==> src/rtl/sqrt_dp_pkg.sv <==
package sqrt_dp_pkg;

    localparam int OP_W = 32;
    localparam int RT_W = OP_W / 2;
    localparam int CW   = OP_W + 8;
    localparam int DG_W = 4;

    typedef logic [CW-1:0] wide_t;

    // decimal digits needed for the largest operand
    function automatic int dec_digits(input int bits);
        logic [63:0] v;
        int          n;
        v = (64'd1 << bits) - 64'd1;
        n = 0;
        for (int i = 0; i < 20; i++) begin
            if (v != 64'd0) begin
                v = v / 64'd10;
                n++;
            end
        end
        return n;
    endfunction

    localparam int NGRP    = (dec_digits(OP_W) + 1) / 2;
    localparam int KW      = (NGRP > 1) ? $clog2(NGRP) : 1;
    localparam int LAT_MAX = 2 + 10 * (NGRP - 1);

    function automatic wide_t pow10(input int k);
        wide_t p;
        p = wide_t'(1);
        for (int i = 0; i < 2 * NGRP; i++) begin
            if (i < k) p = p * wide_t'(10);
        end
        return p;
    endfunction

    typedef enum logic [1:0] {
        PH_IDLE  = 2'd0,
        PH_LEAD  = 2'd1,
        PH_TRIAL = 2'd2,
        PH_DONE  = 2'd3
    } phase_e;

    typedef struct packed {
        logic [OP_W-1:0] rem;
        logic [RT_W-1:0] acc;
        logic [KW-1:0]   kidx;
        logic [DG_W-1:0] dig;
    } work_t;

endpackage

==> src/rtl/sqrt_dp_span.sv <==
module sqrt_dp_span
    import sqrt_dp_pkg::*;
(
    input  logic [OP_W-1:0] opnd,
    output logic [KW-1:0]   top_k,
    output logic [DG_W-1:0] lead_dig,
    output logic [RT_W-1:0] lead_val,
    output logic [OP_W-1:0] lead_sq
);

    wide_t           w_tab [NGRP];
    logic [NGRP-1:0] above;
    logic [KW:0]     grp_cnt;
    wide_t           w_sel;
    logic [9:1]      hit;
    wide_t           lv_w;
    wide_t           sq_w;

    // constant weight table and group presence flags
    for (genvar g = 0; g < NGRP; g++) begin : g_grp
        assign w_tab[g] = pow10(g);
        if (g == 0) begin : g_first
            assign above[g] = 1'b1;
        end else begin : g_rest
            assign above[g] = wide_t'(opnd) >= pow10(2 * g);
        end
    end

    always_comb begin
        grp_cnt = '0;
        for (int g = 0; g < NGRP; g++) begin
            grp_cnt = grp_cnt + (KW+1)'(above[g]);
        end
        top_k = KW'(grp_cnt - (KW+1)'(1));
    end

    always_comb begin
        w_sel = w_tab[0];
        for (int g = 0; g < NGRP; g++) begin
            if (KW'(g) == top_k) w_sel = w_tab[g];
        end
    end

    // leading-group thresholds: candidate d fits when (d*w)^2 <= operand
    for (genvar d = 1; d <= 9; d++) begin : g_thr
        wide_t dw;
        wide_t dw_sq;
        assign dw     = w_sel * wide_t'(d);
        assign dw_sq  = dw * dw;
        assign hit[d] = wide_t'(opnd) >= dw_sq;
    end

    always_comb begin
        lead_dig = '0;
        for (int d = 1; d <= 9; d++) begin
            lead_dig = lead_dig + DG_W'(hit[d]);
        end
    end

    assign lv_w     = w_sel * wide_t'(lead_dig);
    assign sq_w     = lv_w * lv_w;
    assign lead_val = lv_w[RT_W-1:0];
    assign lead_sq  = sq_w[OP_W-1:0];

    logic unused_span_hi;
    assign unused_span_hi = ^{lv_w[CW-1:RT_W], sq_w[CW-1:OP_W]};

endmodule

==> src/rtl/sqrt_dp_trial.sv <==
module sqrt_dp_trial
    import sqrt_dp_pkg::*;
(
    input  logic [RT_W-1:0] acc,
    input  logic [DG_W-1:0] dig,
    input  logic [KW-1:0]   kidx,
    input  logic [OP_W-1:0] rem,
    output logic            fits,
    output logic [OP_W-1:0] rem_next,
    output logic [RT_W-1:0] acc_next
);

    wide_t w_tab [NGRP];
    wide_t w_sel;
    wide_t bw;
    wide_t span;
    wide_t cost;

    for (genvar g = 0; g < NGRP; g++) begin : g_w
        assign w_tab[g] = pow10(g);
    end

    always_comb begin
        w_sel = w_tab[0];
        for (int g = 0; g < NGRP; g++) begin
            if (KW'(g) == kidx) w_sel = w_tab[g];
        end
    end

    // growth term b*w*(2*acc + b*w) through one shared product
    assign bw       = w_sel * wide_t'(dig);
    assign span     = (wide_t'(acc) << 1) + bw;
    assign cost     = bw * span;
    assign fits     = cost <= wide_t'(rem);
    assign rem_next = rem - cost[OP_W-1:0];
    assign acc_next = acc + bw[RT_W-1:0];

    logic unused_trial_hi;
    assign unused_trial_hi = ^{bw[CW-1:RT_W], cost[CW-1:OP_W]};

endmodule

==> src/rtl/sqrt_dp_ctrl.sv <==
module sqrt_dp_ctrl
    import sqrt_dp_pkg::*;
(
    input  logic            clk,
    input  logic            rst,
    input  logic            start,
    input  logic [OP_W-1:0] operand,
    input  logic [KW-1:0]   top_k,
    input  logic [RT_W-1:0] lead_val,
    input  logic [OP_W-1:0] lead_sq,
    input  logic            fits,
    input  logic [OP_W-1:0] rem_next,
    input  logic [RT_W-1:0] acc_next,
    output logic [OP_W-1:0] opnd_q,
    output work_t           wk,
    output logic            ready,
    output logic            done,
    output logic [RT_W-1:0] root
);

    phase_e          phase;
    logic [RT_W-1:0] root_q;

    always_ff @(posedge clk) begin
        if (rst) begin
            phase  <= PH_IDLE;
            opnd_q <= '0;
            wk     <= '0;
            root_q <= '0;
        end else begin
            unique case (phase)
                PH_IDLE: begin
                    if (start) begin
                        opnd_q <= operand;
                        phase  <= PH_LEAD;
                    end
                end
                PH_LEAD: begin
                    wk.acc <= lead_val;
                    wk.rem <= opnd_q - lead_sq;
                    wk.dig <= DG_W'(9);
                    if (top_k == '0 || opnd_q == lead_sq) begin
                        root_q <= lead_val;
                        phase  <= PH_DONE;
                    end else begin
                        wk.kidx <= top_k - KW'(1);
                        phase   <= PH_TRIAL;
                    end
                end
                PH_TRIAL: begin
                    if (fits) begin
                        wk.acc <= acc_next;
                        wk.rem <= rem_next;
                        wk.dig <= DG_W'(9);
                        if (wk.kidx == '0 || rem_next == '0) begin
                            root_q <= acc_next;
                            phase  <= PH_DONE;
                        end else begin
                            wk.kidx <= wk.kidx - KW'(1);
                        end
                    end else begin
                        wk.dig <= wk.dig - DG_W'(1);
                    end
                end
                PH_DONE: begin
                    phase <= PH_IDLE;
                end
                default: phase <= PH_IDLE;
            endcase
        end
    end

    assign ready = (phase == PH_IDLE);
    assign done  = (phase == PH_DONE);
    assign root  = root_q;

endmodule

==> src/rtl/sqrt_dp_root.sv <==
module sqrt_dp_root
    import sqrt_dp_pkg::*;
(
    input  logic            clk,
    input  logic            rst,
    input  logic            start,
    input  logic [31:0]     operand,
    output logic            ready,
    output logic            done,
    output logic [15:0]     root
);

    logic [OP_W-1:0] opnd_q;
    work_t           wk;
    logic [KW-1:0]   top_k;
    logic [DG_W-1:0] lead_dig;
    logic [RT_W-1:0] lead_val;
    logic [OP_W-1:0] lead_sq;
    logic            fits;
    logic [OP_W-1:0] rem_next;
    logic [RT_W-1:0] acc_next;

    sqrt_dp_span u_span (
        .opnd     (opnd_q),
        .top_k    (top_k),
        .lead_dig (lead_dig),
        .lead_val (lead_val),
        .lead_sq  (lead_sq)
    );

    sqrt_dp_trial u_trial (
        .acc      (wk.acc),
        .dig      (wk.dig),
        .kidx     (wk.kidx),
        .rem      (wk.rem),
        .fits     (fits),
        .rem_next (rem_next),
        .acc_next (acc_next)
    );

    sqrt_dp_ctrl u_ctrl (
        .clk      (clk),
        .rst      (rst),
        .start    (start),
        .operand  (operand),
        .top_k    (top_k),
        .lead_val (lead_val),
        .lead_sq  (lead_sq),
        .fits     (fits),
        .rem_next (rem_next),
        .acc_next (acc_next),
        .opnd_q   (opnd_q),
        .wk       (wk),
        .ready    (ready),
        .done     (done),
        .root     (root)
    );

    logic unused_lead_dig;
    assign unused_lead_dig = ^lead_dig;

endmodule

==> config.mk <==
export PLATFORM = sky130hd
export DESIGN_NAME = sqrt_dp_root
export DESIGN_NICKNAME = d
export VERILOG_FILES = /design/src/rtl/sqrt_dp_pkg.sv /design/src/rtl/sqrt_dp_span.sv /design/src/rtl/sqrt_dp_trial.sv /design/src/rtl/sqrt_dp_ctrl.sv /design/src/rtl/sqrt_dp_root.sv
export SDC_FILE = /design/constraint.sdc
export NUM_CORES = 2
export LEC_CHECK = 0
export ABC_AREA = 1
export BUFFER_PORTS_ARGS = -buffer_cell sky130_fd_sc_hd__buf_2
export CORE_MARGIN = 5
export CORE_UTILIZATION = 50
export DETAILED_ROUTE_END_ITERATION = 10
export PLACE_DENSITY = 0.76
export SYNTH_ARGS = -nofsm -noshare
export SYNTH_HDL_FRONTEND = slang
export SYNTH_SLANG_ARGS = --single-unit
==> constraint.sdc <==
create_clock -name clk -period 22.1 [get_ports clk]
set_input_delay 5.525 -clock clk [delete_from_list [all_inputs] [get_ports clk]]
set_output_delay 5.525 -clock clk [all_outputs]
set_load 0.01 [all_outputs]
Word-level counts from Yosys, hierarchy flattened
Index checks and enable logic that the tools add are counted.
{"block": "op_classes", "eq_ne": 18, "n_addsub": 20, "multipliers": 18, "magnitude_cmp": 14, "reduce_logical": 12, "n_mux": 22}
{"op": "greater-or-equal comparator 32 x 40 -> 1 bit", "n": 9}
{"op": "multiplier 40 x 40 -> 40 bit", "n": 6}
{"op": "2-to-1 mux 40 bit", "n": 6}
{"op": "one-hot mux 55 bit (2 select lines)", "n": 1}
{"op": "multiplier 40 x 3 -> 40 bit, second input constant", "n": 2}
{"op": "multiplier 40 x 4 -> 40 bit", "n": 2}
{"op": "multiplier 39 x 39 -> 38 bit", "n": 2}
{"op": "subtractor 32 bit", "n": 2}
{"op": "2-to-1 mux 51 bit", "n": 1}
{"op": "2-to-1 mux 16 bit", "n": 3}
{"op": "adder 17 x 40 -> 40 bit", "n": 1}
{"op": "less-or-equal comparator 40 x 32 -> 1 bit", "n": 1}
{"op": "multiplier 40 x 2 -> 39 bit, second input constant", "n": 1}
{"op": "multiplier 40 x 2 -> 40 bit, second input constant", "n": 1}
{"op": "multiplier 40 x 4 -> 40 bit, second input constant", "n": 1}
{"op": "multiplier 40 x 40 -> 32 bit", "n": 1}
{"op": "multiplier 38 x 38 -> 36 bit", "n": 1}
{"op": "multiplier 37 x 37 -> 34 bit", "n": 1}
{"op": "equality test 32 bit", "n": 1}
{"op": "greater-or-equal comparator 32 x 14 -> 1 bit, second input constant", "n": 1}
{"op": "greater-or-equal comparator 32 x 20 -> 1 bit, second input constant", "n": 1}
{"op": "greater-or-equal comparator 32 x 27 -> 1 bit, second input constant", "n": 1}
{"op": "greater-or-equal comparator 32 x 7 -> 1 bit, second input constant", "n": 1}
{"op": "logical NOT 32 bit", "n": 1}
{"op": "27 further kinds", "n": 56}
{"block": "word_totals", "register_bits": 105, "output_inout_bits": 18}

Logic depth before layout (Yosys ltp)
{"block": "depth", "word_depth": 27, "ltp_mapped": 128, "mapped_depth_nobuf": 127}

By module
Synthesis repeated with hierarchy kept, for this count alone.
{"block": "unflattened", "hier_cells": 9963, "hier_area_um2": 77041.4}
{"module": "sqrt_dp_span", "area_per_inst_um2": 52278.9, "seq_area_each_um2": 0.0, "cells_each": 6431, "instances": 1}
{"module": "sqrt_dp_trial", "area_per_inst_um2": 17489.3, "seq_area_each_um2": 0.0, "cells_each": 2352, "instances": 1}
{"module": "sqrt_dp_ctrl", "area_per_inst_um2": 7273.2, "seq_area_each_um2": 2102.0, "cells_each": 1180, "instances": 1}

Worst setup path before layout
Ideal clock, no wire load.
{"block": "synth_path", "path_type": "reg2reg", "startpoint": "reg u_ctrl.opnd_q[14]", "endpoint": "reg u_ctrl.wk[54] (netlist name)", "setup_time_ps": 116, "t_arrival_ps": 23679, "required_time_ps": 21984, "path_buffers": 5, "synth_period_minus_slack_ps": 23795, "slack_ps": -1695, "path_stages_with_launch": 110, "path_cell_list": "dfxtp_1 nor2_1 nand2_1 nor2_1 nand2_1 nor2_1 nand2_4 ha_1 inv_1 fa_1 inv_1 ha_1 ha_1 nand2_2 buf_6 buf_2 clkbuf_1 clkbuf_1 [... 74 more ...] o21ai_0 inv_1 o21ai_0 nand2_1 nand2_1 xnor2_1 ha_1 a21o_1 a21oi_1 nor2_1 a2111oi_0 nand2_1 nand3_1 nand3_1 o21ai_0 nand2_1 nand2_1 a21oi_1"}
{"block": "synth_between", "elab_chain_cells": 25, "elab_cells_between_ends": 52, "cone_classes": "add/sub (14); mul (16); order compare (13); eq/ne (4); mux (5)"}
{"element": "start: declaration", "line_no": "sqrt_dp_ctrl.sv:14", "text": "output logic [OP_W-1:0] opnd_q,"}
{"element": "start signal: assignment", "line_no": "sqrt_dp_ctrl.sv:34", "text": "opnd_q <= operand;"}
{"element": "greater-or-equal comparator 32 x 7 -> 1 bit", "line_no": "sqrt_dp_span.sv:25", "text": "assign above[g] = wide_t'(opnd) >= pow10(2 * g);"}
{"element": "adder 1 x 1 -> 2 bit", "line_no": "sqrt_dp_span.sv:32", "text": "grp_cnt = grp_cnt + (KW+1)'(above[g]);"}
{"element": "adder 3 x 1 -> 3 bit (3 in a row)", "line_no": "sqrt_dp_span.sv:32"}
{"element": "subtractor 3 x 1 -> 3 bit", "line_no": "sqrt_dp_span.sv:34", "text": "top_k = KW'(grp_cnt - (KW+1)'(1));"}
{"element": "equality test 1 x 3 -> 1 bit", "line_no": "sqrt_dp_span.sv:40", "text": "if (KW'(g) == top_k) w_sel = w_tab[g];"}
{"element": "2-to-1 mux 4 bit", "line_no": "sqrt_dp_span.sv:40"}
{"element": "2-to-1 mux 40 bit (3 in a row)", "line_no": "sqrt_dp_span.sv:40"}
{"element": "multiplier 40 x 2 -> 40 bit, or another cell as far along", "line_no": "sqrt_dp_span.sv:48", "text": "assign dw = w_sel * wide_t'(d);"}
{"element": "multiplier 40 x 40 -> 40 bit / greater-or-equal comparator 32 x 40 -> 1 bit (equally long branches)", "line_no": "sqrt_dp_span.sv:49, sqrt_dp_span.sv:50"}
{"element": "greater-or-equal comparator 32 x 40 -> 1 bit / adder 1 x 1 -> 2 bit (equally long branches)", "line_no": "sqrt_dp_span.sv:50, sqrt_dp_span.sv:56"}
{"element": "adder 4 x 1 -> 4 bit (7 in a row)", "line_no": "sqrt_dp_span.sv:56", "text": "lead_dig = lead_dig + DG_W'(hit[d]);"}
{"element": "multiplier 40 x 4 -> 40 bit", "line_no": "sqrt_dp_span.sv:60", "text": "assign lv_w = w_sel * wide_t'(lead_dig);"}
{"element": "multiplier 40 x 40 -> 32 bit", "line_no": "sqrt_dp_span.sv:61", "text": "assign sq_w = lv_w * lv_w;"}
{"element": "subtractor 32 bit (*)", "line_no": "sqrt_dp_ctrl.sv:40", "text": "wk.rem <= opnd_q - lead_sq;"}
{"element": "one-hot mux 55 bit (2 select lines) (*)", "line_no": "sqrt_dp_ctrl.sv:31", "text": "unique case (phase)"}
Every way passes the cells marked *; elsewhere a longest branch is shown, timed or not.
A chain may end at the register's enable or synchronous reset.

Final worst setup path
{"block": "layout_path", "startpoint": "reg u_ctrl.opnd_q[11]", "endpoint": "reg u_ctrl.wk[48] (netlist name)"}
{"block": "layout_between", "elab_chain_cells": 25, "elab_cells_between_ends": 52, "cone_classes": "add/sub (14); mul (16); order compare (13); eq/ne (4); mux (5)"}
{"element": "greater-or-equal comparator 32 x 7 -> 1 bit", "line_no": "sqrt_dp_span.sv:25"}
{"element": "adder 1 x 1 -> 2 bit", "line_no": "sqrt_dp_span.sv:32"}
{"element": "adder 3 x 1 -> 3 bit (3 in a row)", "line_no": "sqrt_dp_span.sv:32"}
{"element": "subtractor 3 x 1 -> 3 bit", "line_no": "sqrt_dp_span.sv:34"}
{"element": "equality test 1 x 3 -> 1 bit", "line_no": "sqrt_dp_span.sv:40"}
{"element": "2-to-1 mux 4 bit", "line_no": "sqrt_dp_span.sv:40"}
{"element": "2-to-1 mux 40 bit (3 in a row)", "line_no": "sqrt_dp_span.sv:40"}
{"element": "multiplier 40 x 2 -> 40 bit, or another cell as far along", "line_no": "sqrt_dp_span.sv:48"}
{"element": "multiplier 40 x 40 -> 40 bit / greater-or-equal comparator 32 x 40 -> 1 bit (equally long branches)", "line_no": "sqrt_dp_span.sv:49, sqrt_dp_span.sv:50"}
{"element": "greater-or-equal comparator 32 x 40 -> 1 bit / adder 1 x 1 -> 2 bit (equally long branches)", "line_no": "sqrt_dp_span.sv:50, sqrt_dp_span.sv:56"}
{"element": "adder 4 x 1 -> 4 bit (7 in a row)", "line_no": "sqrt_dp_span.sv:56"}
{"element": "multiplier 40 x 4 -> 40 bit", "line_no": "sqrt_dp_span.sv:60"}
{"element": "multiplier 40 x 40 -> 32 bit", "line_no": "sqrt_dp_span.sv:61"}
{"element": "subtractor 32 bit (*)", "line_no": "sqrt_dp_ctrl.sv:40"}
{"element": "one-hot mux 55 bit (2 select lines) (*)", "line_no": "sqrt_dp_ctrl.sv:31"}
Marked as above.

==> results.py <==
metrics = {
    "run_status": {
        "status": "finished with violations",
        "violations": "setup timing",
    },
    "routing": {
        "initialDrtViolationCount": 4280,
        "wirelength_um": 206000,
        "drc_errors": 0,
        "drtAntennaViolNets": 0,
        "routedWlPerCell_um": 18.4,
        "routed_via_density": 5.30,
        "drt-pass1-iter-count": 6,
        "num_vias": 59620,
    },
    "worst_setup_path": {
        "critical_path_arrival_ps": 22480,
        "cp-end-kind": "flop",
        "path_class": "reg -> reg",
        "crit_slowest_cell": "fa_1",
        "cp_max_fo": 5,
        "startpoint_type": "flop",
        "worstPathRequired_ps": 22430,
        "cpPeakStageDelay_ps": 590,
        "cp_common_cell": "fa_1",
    },
    "floorplan": {
        "die-width_um": 368,
        "ios": 53,
        "die_h_um": 368,
        "fp.coreArea_sq_mm": 0.128,
        "initial_core_util_pct": 50.3,
        "die_area_sq_mm": 0.136,
        "rows": 131,
    },
    "timing": {
        "postLayoutSetupSlackWorst_ps": -52.6,
        "slew_viol_final": 0,
        "skew_ps": 20.8,
        "fmax_ghz": 0.0451,
        "hold_viol": 0,
        "timing.hold.ws_ps": 483,
        "relSlewSlack_pct": 20.8,
        "min_period_ps": 22150,
        "finalSetupTns_ps": -104,
        "setup_viol": 3,
        "rsz0062_at_grt": "true",
        "fin_crit_sh_pct": 100,
        "tightest_slew_ps": 1190,
    },
    "synth": {
        "ys.flop_type": "dfxtp_1",
        "synth_warnings": 0,
        "syn_inst": 8451,
        "async_flop_share_pct": 0,
        "ys_types": 77,
        "ys_ff_latch": 105,
        "synth_edf_count": 0,
        "seq_area_frac_synth_pct": 3.28,
        "synth_top_cell_by_area": "fa_1",
        "ys_top_cells_by_area": "fa_1 28%, ha_1 26%, inv_1 12%",
        "yosys.area.top_type_share_pct": 28.3,
        "synth_area_sq_mm": 0.0642,
        "avgSynthCellArea_sq_um": 7.59,
    },
    "global_routing": {
        "grt_pass1_vias": 60801,
        "grt_max_degree": 88,
        "antenna_found_initial": 7,
        "grt_pass1_wl_um": 320000,
        "gr-total-overflow": 0,
        "grt_usage_pct": 29.5,
    },
    "min_path": {
        "hold_class": "reg -> reg",
    },
    "layout": {
        "fillCellCount": 10923,
        "fin_area_sq_mm": 0.0775,
        "final_common_cell": "inv_1",
        "mostFrequentLayoutCells": "1997 x inv_1, 1267 x nand2_1, 1235 x ha_1, 915 x buf_4, 881 x fa_1",
        "final_util_pct": 60.8,
        "layout-drive-gt1-share_pct": 17.7,
        "area_growth_pct": 20.8,
        "finalNetCount": 11824,
    },
    "placement": {
        "gp_congestion": 1.02,
        "portBuffers": 52,
        "place_hpwl_um": 170000,
        "dpl-instance-area_sq_mm": 0.0735,
    },
    "clocking": {
        "cts_root_buffer": "clkbuf_16",
        "clk_pin_slew_ps": 100,
        "clock-sinks": 105,
        "clk_latency_ps": 410,
        "cts_buffers": 9,
        "h-tree-depth": 3,
        "holdBufCountCts": 0,
        "cts_tree": "yes",
        "cts_max_path_buffers": 2,
    },
    "job": {
        "maxCapViolCount": 0,
    },
}
[cell type report]
type,instances,area [sq um],area share (%)
multi-input combinational,6319,57100,73.6
inverter,2110,7990,10.3
timing repair buffer,1028,7940,10.2
sequential,105,2110,2.73
tap,1662,2080,2.68
clock buffer,10,229,0.295
clock inverter,6,98.8,0.127
antenna,1,2.50,0.00323
[repair_timing]
| action | 4_1_cts | 5_1_grt |
|---|---|---|
| endpoints found under the setup margin | 41 | 42 |
| hold endpoints to repair | 0 | 0 |
| setup buffers | 37 | 60 |
| resized for setup | 244 | 463 |
| cloned | 2 | 0 |
| pin swaps | 121 | 296 |
[logic make-up (layout without fill, tap and decap cells)]
group | after synthesis | in the layout | share of synthesized area, %
adders and majority gates | 2216 | 2216 | 53.8
muxes | 3 | 3 | 0.0468
xor gates and xnor gates | 302 | 302 | 4.23
buffers and inverters | 2290 | 3154 | 13.6
other | 2 | 265 | 0.0117
and+or+nand+nor | 2604 | 2605 | 16.8
DFF | 105 | 105 | 3.28
AOI/OAI and AO/OA | 929 | 929 | 8.24
[through the flow]
stage,std cells,worst slack (ps)
after floorplan,8713,-20.2
after global routing,11240,-1020
after global placement,11125,-1000
after detailed placement,11125,-1270
final,11241,-52.6
after CTS,11180,3.46
[final timing paths]
check | start | to | slack (ps) | cells past startpoint
max | u_ctrl.opnd_q[11] | u_ctrl.wk[48] | -50 | 110
min | u_ctrl.wk[44] | u_ctrl.wk[44] | 480 | 2
max reg2reg | u_ctrl.opnd_q[11] | u_ctrl.wk[48] | -50 | 110
min reg2reg | u_ctrl.wk[44] | u_ctrl.wk[44] | 480 | 2
[metal layers]
metal / GRT usage (%) / share of wire [%] / wire length, um / vias up
li1: - / - / - / 27913
met1: 39.4 / 41 / 85000 / 28802
met2: 49.0 / 46 / 94700 / 2305
met3: 4.44 / 8.4 / 17300 / 592
met4: 10.2 / 4.5 / 9240 / 8
met5: 0 / 0.021 / 44 / -
[cells in the mapped netlist, types with 10 or more instances]
| master | n |
|---|---|
| inv_1 | 2080 |
| nand2_1 | 1337 |
| ha_1 | 1309 |
| fa_1 | 907 |
| nor2_1 | 827 |
| a21oi_1 | 448 |
| o21ai_0 | 237 |
| xor2_1 | 181 |
| nand3_1 | 174 |
| clkbuf_1 | 121 |
| xnor2_1 | 115 |
| dfxtp_1 | 105 |
| nand4_1 | 75 |
| nor3_1 | 50 |
| or2_2 | 50 |
| a21o_1 | 44 |
| o21bai_1 | 31 |
| nor4_1 | 27 |
| buf_1 | 24 |
| buf_2 | 24 |
| a31oi_1 | 20 |
| o211ai_1 | 19 |
| inv_2 | 17 |
| o21a_1 | 17 |
| a31o_2 | 16 |
| nand2_2 | 11 |
| o22ai_1 | 11 |
| o21ai_1 | 10 |
[flip-flops by register name, summed over array words and instances (netlist names)]
register,cells
u_ctrl.opnd_q,32
u_ctrl.phase,2
u_ctrl.root,16
u_ctrl.wk,55
[critical path: cells and delay by family (launching register included)]
family	cells	cell delay, ps
XOR/XNOR	5	780
adder cells (fa/ha/maj)	30	12450
flip-flops	1	350
buffers and inverters	28	2470
AND/OR/NAND/NOR	26	2860
AO/OA/AOI/OAI	21	3150
Power is left out: the tool's default activity adds up to more than one toggle a clock period on the data nets, which glitch-free logic cannot reach.
